File: src/rtl/irq_entry_pkg.sv
package irq_entry_pkg;
    typedef enum logic [1:0] {
        S_IDLE  = 2'd0,
        S_FETCH = 2'd1,
        S_TAKE  = 2'd2
    } ent_state_e;
endpackage

File: src/rtl/irq_prio_pick.sv
module irq_prio_pick #(
    parameter int N = 128,
    parameter int W = $clog2(N)
) (
    input  logic [N-1:0] req,
    output logic         any,
    output logic [W-1:0] idx
);
    // Scan from the top down so the lowest set bit is written last.
    always_comb begin
        any = 1'b0;
        idx = '0;
        for (int i = N - 1; i >= 0; i--) begin
            if (req[i]) begin
                any = 1'b1;
                idx = W'(i);
            end
        end
    end

    // the reported winner must itself be a pending line
    always_comb begin
        if (any) begin
            p_pick_pending_r2: assert (req[idx]);
        end
    end
endmodule

File: src/rtl/irq_bank_ctl.sv
module irq_bank_ctl (
    input  logic clk,
    input  logic rst_n,
    input  logic entry_ld,
    input  logic entry_bank,
    input  logic sw_wr,
    input  logic sw_val,
    output logic bank,
    output logic bank_saved
);
    always_ff @(posedge clk or negedge rst_n) begin
        if (!rst_n) begin
            bank       <= 1'b0;
            bank_saved <= 1'b0;
        end else if (entry_ld) begin
            bank_saved <= bank;
            bank       <= entry_bank;
        end else if (sw_wr) begin
            bank       <= sw_val;
        end
    end

    p_saved_old_r6: assert property (@(posedge clk) disable iff (!rst_n)
        entry_ld |=> bank_saved == $past(bank));
    p_sw_keeps_saved_r8: assert property (@(posedge clk) disable iff (!rst_n)
        (sw_wr && !entry_ld) |=> (bank == $past(sw_val)) && $stable(bank_saved));
endmodule

File: src/rtl/irq_entry_unit.sv
module irq_entry_unit
    import irq_entry_pkg::*;
#(
    parameter int NUM_SRC = 128,
    parameter int VEC_W   = 32,
    localparam int IDX_W  = $clog2(NUM_SRC)
) (
    input  logic               clk,
    input  logic               rst_n,
    input  logic               irq_en,
    input  logic [NUM_SRC-1:0] irq_req,
    input  logic               vec_valid,
    input  logic [VEC_W-1:0]   vec_data,
    input  logic [VEC_W-1:0]   tbl_base,
    output logic               tbl_rd_en,
    output logic [VEC_W-1:0]   tbl_rd_addr,
    input  logic [VEC_W-1:0]   tbl_rd_data,
    input  logic               bank_wr_en,
    input  logic               bank_wr_val,
    output logic               take_irq,
    output logic [VEC_W-1:0]   handler_pc,
    output logic [IDX_W-1:0]   irq_src,
    output logic               bank_sel,
    output logic               prev_bank
);
    localparam int ENTRY_SHIFT = 2;

    ent_state_e st_q, st_d;
    logic             any_req;
    logic [IDX_W-1:0] win_idx;
    logic [IDX_W-1:0] src_q;
    logic [VEC_W-1:0] vec_q;
    logic             accept;

    irq_prio_pick #(.N(NUM_SRC), .W(IDX_W)) u_pick (
        .req (irq_req),
        .any (any_req),
        .idx (win_idx)
    );

    assign accept = (st_q == S_IDLE) && irq_en && any_req;

    // State register
    always_ff @(posedge clk or negedge rst_n) begin
        if (!rst_n) st_q <= S_IDLE;
        else        st_q <= st_d;
    end

    // Next state and outputs
    always_comb begin
        st_d        = st_q;
        tbl_rd_en   = 1'b0;
        tbl_rd_addr = tbl_base + (VEC_W'(win_idx) << ENTRY_SHIFT);
        take_irq    = 1'b0;
        unique case (st_q)
            S_IDLE: begin
                if (accept) begin
                    if (vec_valid) begin
                        st_d = S_TAKE;
                    end else begin
                        st_d      = S_FETCH;
                        tbl_rd_en = 1'b1;
                    end
                end
            end
            S_FETCH: st_d = S_TAKE;
            S_TAKE: begin
                take_irq = 1'b1;
                st_d     = S_IDLE;
            end
            default: st_d = S_IDLE;
        endcase
    end

    // Vector and source capture
    always_ff @(posedge clk or negedge rst_n) begin
        if (!rst_n) begin
            vec_q <= '0;
            src_q <= '0;
        end else begin
            if (accept) begin
                src_q <= win_idx;
                if (vec_valid) vec_q <= vec_data;
            end
            if (st_q == S_FETCH) vec_q <= tbl_rd_data;
        end
    end

    assign handler_pc = {vec_q[VEC_W-1:1], 1'b0};
    assign irq_src    = src_q;

    irq_bank_ctl u_bank (
        .clk        (clk),
        .rst_n      (rst_n),
        .entry_ld   (take_irq),
        .entry_bank (vec_q[0]),
        .sw_wr      (bank_wr_en),
        .sw_val     (bank_wr_val),
        .bank       (bank_sel),
        .bank_saved (prev_bank)
    );

    p_pc_even_r5: assert property (@(posedge clk) disable iff (!rst_n)
        take_irq |-> !handler_pc[0]);
    p_take_pulse_r9: assert property (@(posedge clk) disable iff (!rst_n)
        take_irq |=> !take_irq);
    p_fetch_then_take_r4: assert property (@(posedge clk) disable iff (!rst_n)
        tbl_rd_en |=> !take_irq ##1 take_irq);
    p_direct_no_read_r10: assert property (@(posedge clk) disable iff (!rst_n)
        (st_q == S_IDLE && vec_valid) |-> !tbl_rd_en);
    p_direct_next_r3: assert property (@(posedge clk) disable iff (!rst_n)
        (accept && vec_valid) |=> take_irq && handler_pc == {$past(vec_data[VEC_W-1:1]), 1'b0});
    p_bank_follow_r6: assert property (@(posedge clk) disable iff (!rst_n)
        take_irq |=> bank_sel == $past(vec_q[0]));
    p_disabled_r7: assert property (@(posedge clk) disable iff (!rst_n)
        (st_q == S_IDLE && !irq_en) |-> !tbl_rd_en ##1 !take_irq);
endmodule

File: config.mk
export PLATFORM = sky130hd
export DESIGN_NAME = irq_entry_unit
export DESIGN_NICKNAME = d
export VERILOG_FILES = /design/src/rtl/irq_entry_pkg.sv /design/src/rtl/irq_prio_pick.sv /design/src/rtl/irq_bank_ctl.sv /design/src/rtl/irq_entry_unit.sv
export SDC_FILE = /design/constraint.sdc
export NUM_CORES = 1
export LEC_CHECK = 0
export ABC_AREA = 1
export CELL_PAD_IN_SITES_DETAIL_PLACEMENT = 0
export CELL_PAD_IN_SITES_GLOBAL_PLACEMENT = 1
export CORE_ASPECT_RATIO = 0.75
export CORE_MARGIN = 2
export CORE_UTILIZATION = 28
export CTS_CLUSTER_DIAMETER = 30
export DETAILED_ROUTE_END_ITERATION = 6
export GPL_TIMING_DRIVEN = 0
export PLACE_DENSITY_LB_ADDON = 0.1
export SYNTH_ARGS = -nofsm -noshare
export SYNTH_HDL_FRONTEND = slang
export SYNTH_HIERARCHICAL = 1
export SYNTH_SLANG_ARGS = --single-unit
File: constraint.sdc
create_clock -name clk -period 22 [get_ports clk]
set_input_delay 3.3 -clock clk [delete_from_list [all_inputs] [get_ports clk]]
set_output_delay 3.3 -clock clk [all_outputs]
set_load 0.005 [all_outputs]
; ---- After elaboration in Yosys (flattened, before gate mapping)
; Index checks and enable logic that the tools add are counted.
[totals]
regBits = 43
wordCells = 284
[classes]
addsub = 1
n_eq_ne = 3
mux = 268
reduce_logical = 7
[op_table]
columns = op, count
row1 = $mux 7, 128
row2 = $mux 1, 134
row3 = $mux 32, 3
row4 = $add 32x9->32, 1
row5 = $reduce_bool 2->1, 3
row6 = $mux 2, 2
row7 = $pmux 2 s2, 1
row8 = $eq 2x1->1 const B, 1
row9 = $eq 2x2->1 const B, 1
row10 = $logic_and 1x1->1, 2
row11 = $logic_not 2->1, 1
row12 = $ne 2x2->1 const B, 1
row13 = $reduce_and 2->1, 1

; ---- Depth between registers and ports, before layout
[depth]
depth_word = 131
mapped_depth = 136

; ---- Modules after synthesis
; Netlist, hierarchy kept.
[modules_own_cells]
columns = mod, n_inst, cells_per_inst, area_each_um2, seq_area_each_um2
row1 = irq_entry_unit, 1, 504, 3300.7, 1026.0
row2 = irq_prio_pick, 1, 471, 2343.5, 0.0
row3 = irq_bank_ctl, 1, 13, 93.8, 50.0

; ---- Worst setup path before layout
; No wires, ideal clock.
[synth_path]
path_kind = input to output
start = in irq_req[126]
end = out tbl_rd_addr[18]
arrival_time_ns = 9.900
slack_ns = 8.800
stages = 135
path_buffers = 0
cell_sequence = inv_1 > nand2_1 > nand2_1 > nand2_1 > nand2_1 > nand2_1 > nand2_1 > nand2_1 > nand2_1 > nand2_1 > nand2_1 > nand2_1 > nand2_1 > nand2_1 > nand2_1 > nand2_1 > nand2_1 > nand2_1 > (+99 left out) > nand2_1 > nand2_1 > nand2_1 > nand2_1 > nand2_1 > nand2_1 > nand2_1 > a21oi_2 > ha_1 > inv_1 > fa_1 > inv_1 > nand3_1 > nand3_1 > nand2_1 > nand2_1 > nand2_1 > xnor2_1
[synth_via]
elab_chain_cells = 128
[synth_rtl]
columns = element, line_no
row1 = start: declaration, irq_entry_unit.sv:11  ; input logic [NUM_SRC-1:0] irq_req,
row2 = $mux 7 (127 in a row), irq_prio_pick.sv:14  ; if (req[i]) begin
row3 = net win_idx[0], irq_entry_unit.sv:30  ; logic [IDX_W-1:0] win_idx;
row4 = $add 32x9->32, irq_entry_unit.sv:53  ; tbl_rd_addr = tbl_base + (VEC_W'(win_idx) << ENTRY_SHIFT);
row5 = end: declaration, irq_entry_unit.sv:16  ; output logic [VEC_W-1:0] tbl_rd_addr,
; The timed path passes the listed nets, and every way through them passes these cells.

; ---- Worst setup path in the final report
[layout_path]
start = in irq_req[127]
end = out tbl_rd_addr[18]
[layout_via]
elab_chain_cells = 129
[layout_rtl]
columns = element, line_no
row1 = $mux 7 (128 in a row), irq_prio_pick.sv:14
row2 = net win_idx[0], irq_entry_unit.sv:30
row3 = $add 32x9->32, irq_entry_unit.sv:53
; The timed path passes the listed nets, and every way through them passes these cells.

==> results.md <==
Cells and area:
- The most frequent standard cell in the layout excluding fill and tap cells is sky130_fd_sc_hd__nand2_1.
- From synthesis to final layout, the design area changed by 61.7%.
- Leaving out fill and tap cells, the most frequent cells in the layout are 373 x sky130_fd_sc_hd__nand2_1, 300 x sky130_fd_sc_hd__clkdlybuf4s50_1, 146 x sky130_fd_sc_hd__inv_1.
- The total inserted antenna cells is 0.
- Of the cells placed in the final design, the portion with a size suffix greater than 1 is 6.93%.
- Measured on the finished design, the core utilization comes to 46.0%.
- The layout net count is 1535.
- The post-layout instance area is 9280 um2.
- After filler insertion, the fill cell instance count of the layout stands at 2123.

Clocking:
- Post-CTS timing repair inserted 0 buffers for setup.
- The clock transition at the registers of the reported paths is 60 ps.
- Hold repair after CTS inserted 0 buffers.
- The number of CTS-inserted buffers is 5.
- For the worst-skew pair, the clock arrives at the later sink with an insertion delay of 290 ps.
- Post-CTS repair changed the size of 0 cells.
- The CTS H-tree depth is 2.
- The clock tree from TritonCTS is yes.
- The buffer type at the clock tree root is sky130_fd_sc_hd__clkbuf_16.
- The CTS sink count is 43.
- The clock passes through at most 2 buffers.

Synth:
- The fraction of the mapped netlist area in compound gates is 7.89%.
- For this run, the leading register cell type out of synthesis is sky130_fd_sc_hd__dfrtp_1.
- The adder-cell share of the synthesized area is 1.88%.
- The post-synthesis sequential area ratio is 18.8%.
- The synthesized netlist contains 37 unique library cells.
- The synthesized netlist net count is 1226.
- The count of mapped cells out of synthesis is 988.
- The async set-reset flop share out of synthesis is 100%.
- The combinational family with the most area after synthesis is simple AND/OR/NAND/NOR gates.
- The count of state elements after synthesis is 43.
- The simple logic cell fraction of the synthesized area is 43.4%.
- The multiplexer share of the synthesized area is 0%.
- After synthesis the cells add up to 5740 um2.
- The number of enable-type register cells in the synthesized netlist is 0.
- The mean instance size in the synthesized netlist is 5.81 um2.
- The post-synthesis share of cell area spent on xor and xnor gates is 1.83%.
- The Yosys step of the flow raised 6 warnings.

Placed design:
- The placed instances occupy a cell area of 9090 um2.
- The number of port buffers is 301.
- After legalization and detailed placement, the total HPWL measured 17300 um.
- At the end of routability-driven placement, the weighted congestion stood at 0.871.

Detailed routing:
- The number of search-and-repair iterations in the first detailed-routing pass is 5.
- The via count of the routed design is 6708.
- For this block, the routed nets add up to 19800 um of wire.
- In the final routed layout, each cell accounts on average for 12.7 um.
- The number of remaining DRC errors is 0.
- In this run the remaining antenna-violating nets after routing total 0.
- The first routing iteration left 347 violations.
- Using the TritonRoute via totals, the vias-per-cell ratio works out to 4.31.

STA:
- Setup repair after global routing left no endpoint under its margin.
- For the final routed database, the setup TNS stands at 0 ps.
- The worst clock skew is 5.11 ps.
- Based on the critical path, the design can be clocked at up to 0.0656 GHz.
- The number of failing setup endpoints in the final timing report is 0.
- The max-slew headroom at the worst pin is 47.2%.
- The number of pins with negative max-slew slack in the final report is 0.
- The minimum period implied by the final worst setup slack is 15250 ps.
- Dividing the final minimum period by the clock period gives 69.3%.
- The hold violation count in the final report is 0.
- The transition time at the pin with the least slew margin is 785 ps.

Floorplanning:
- The die width is 169 um.
- 305 I/O pins were placed.
- In this run the standard cell core region covers 20200 um2.
- The number of rows created at floorplan is 45.
- The initial utilization of the core area, before any placement, comes to 28.5%.
- The die covers 21700 um2.
- The die boundary height is 128 um.

Worst setup path:
- The worst setup path is launched from a primary input.
- The category of the worst setup path capture point is an output port.
- The number of cells on the critical path is 136.
- The number of buffers and inverters on the critical path is 4.
- The arrival time of the worst setup path is 11950 ps.
- The delay of the slowest critical-path stage is 520 ps.
- The number of cells traversed by the worst register-to-register path is 7.
- The most numerous cell type found on the critical path is sky130_fd_sc_hd__nand2_1.
- The kind of cell with the highest combined delay along the critical path is simple AND/OR/NAND/NOR gates.
- The worst setup path category is in2out.
- Among all stages on the critical path, the largest delay is contributed by sky130_fd_sc_hd__clkdlybuf4s50_1.
- The required time of the critical path is 18700 ps.
- The maximum net fanout on the critical path is 4.

Pwr:
- The leakage component of the power is 4.71 nW.
- The total design power is 0.000403 W.
- The power density over the cells is 43.5 nW/um2.
- The worst-case IR drop observed on VDD is 0.0322 mV.

Min path:
- The worst hold path belongs to the class reg2reg.
- Along the worst hold path, the cell count comes to 2.

GRT:
- The first-pass GRT wire length is 31000 um.
- The pin count of the biggest net entering global routing is 26.
- The via count of the first global-routing pass is 6209.
- The number of antenna violations at the first check in global routing is 2.
- The total overflow reported by the global router is 0.
- The all-layer global routing usage is 17.7%.

Run:
- The tool flagged a number of max-cap violations equal to 0.

Outcome:
- The run finished with clean final reports.
worst paths after layout:
check | start | slack [ps] | endpoint
max in group asynchronous | rst_n | 18530 | irq_src[3]$_DFFE_PN0P_
setup / recovery | irq_req[127] | 6750 | tbl_rd_addr[18]
min in group asynchronous | rst_n | 2970 | vec_q[3]$_DFFE_PN0P_
hold reg to reg | irq_src[0]$_DFFE_PN0P_ | 470 | irq_src[0]$_DFFE_PN0P_
setup reg to reg | st_q[0]$_DFFE_PN0P_ | 20330 | vec_q[28]$_DFFE_PN0P_
hold / removal | irq_src[0]$_DFFE_PN0P_ | 470 | irq_src[0]$_DFFE_PN0P_
per-layer routing:
layer  share of wire [%]  routed length [um]  track usage [%]  vias to the layer above
met2                  42                8290             27.9                      239
li1                    -                   -                -                     3621
met4                 1.4                 282             3.12                        0
met5                   0                   0                0                        -
met3                 8.9                1770             4.45                       16
met1                  48                9500             24.8                     2832
power breakdown:
| group | internal (W) | switching [W] |
|---|---|---|
| combinational | 0.000128 | 0.0000720 |
| clock | 0.0000651 | 0.0000309 |
| sequential | 0.0000980 | 0.00000966 |
stage by stage:
stage,hold slack (ps),setup slack (ps),cells
final,472,6750,1556
after global routing,496,5150,1556
after CTS,476,6610,1556
after detailed placement,459,6650,1548
after global placement,457,6660,1547
after floorplan,450,8800,988
Yosys cell counts, drive strengths merged (7+ instances only):
library cell	count	area (um2)
a21oi	13	68.8
a31oi	35	219
buf	42	323
bufinv	33	578
clkbuf	9	33.8
dfrtp	43	1080
ha	7	87.6
inv	150	563
nand2	373	1400
nand3	65	325
nand4	8	50.1
nor2	143	537
nor3	9	56.3
nor4	8	50.1
o21ai	13	65.1
xor2	10	87.6
worst min-delay path: stages, from the launching register on:
cell and delay, ps:
sky130_fd_sc_hd__dfrtp_1 340, sky130_fd_sc_hd__nand2_1 50, sky130_fd_sc_hd__nand2_1 40
cells by family after synthesis:
logic type,after synthesis
other cells,1
compound gates,73
simple gates,616
buf+inv,235
flops,43
xor+xnor,12
fa+ha+maj,8
flip-flops by register name, summed over array words and instances (netlist names):
name	cells
u_bank/bank_saved	1
vec_q	32
u_bank/bank	1
st_q	2
irq_src	7
cell type report:
class | count | area (um2) | area share [%]
timing repair buffer | 302 | 3030 | 32.6
clock inverter | 2 | 60.1 | 0.647
tap | 258 | 323 | 3.48
clock buffer | 6 | 129 | 1.39
inverter | 184 | 1140 | 12.3
sequential | 43 | 1080 | 11.6
buffer | 51 | 357 | 3.84
multi-input combinational | 710 | 3160 | 34.1
Note: power is estimated with default switching activity, not from simulation.
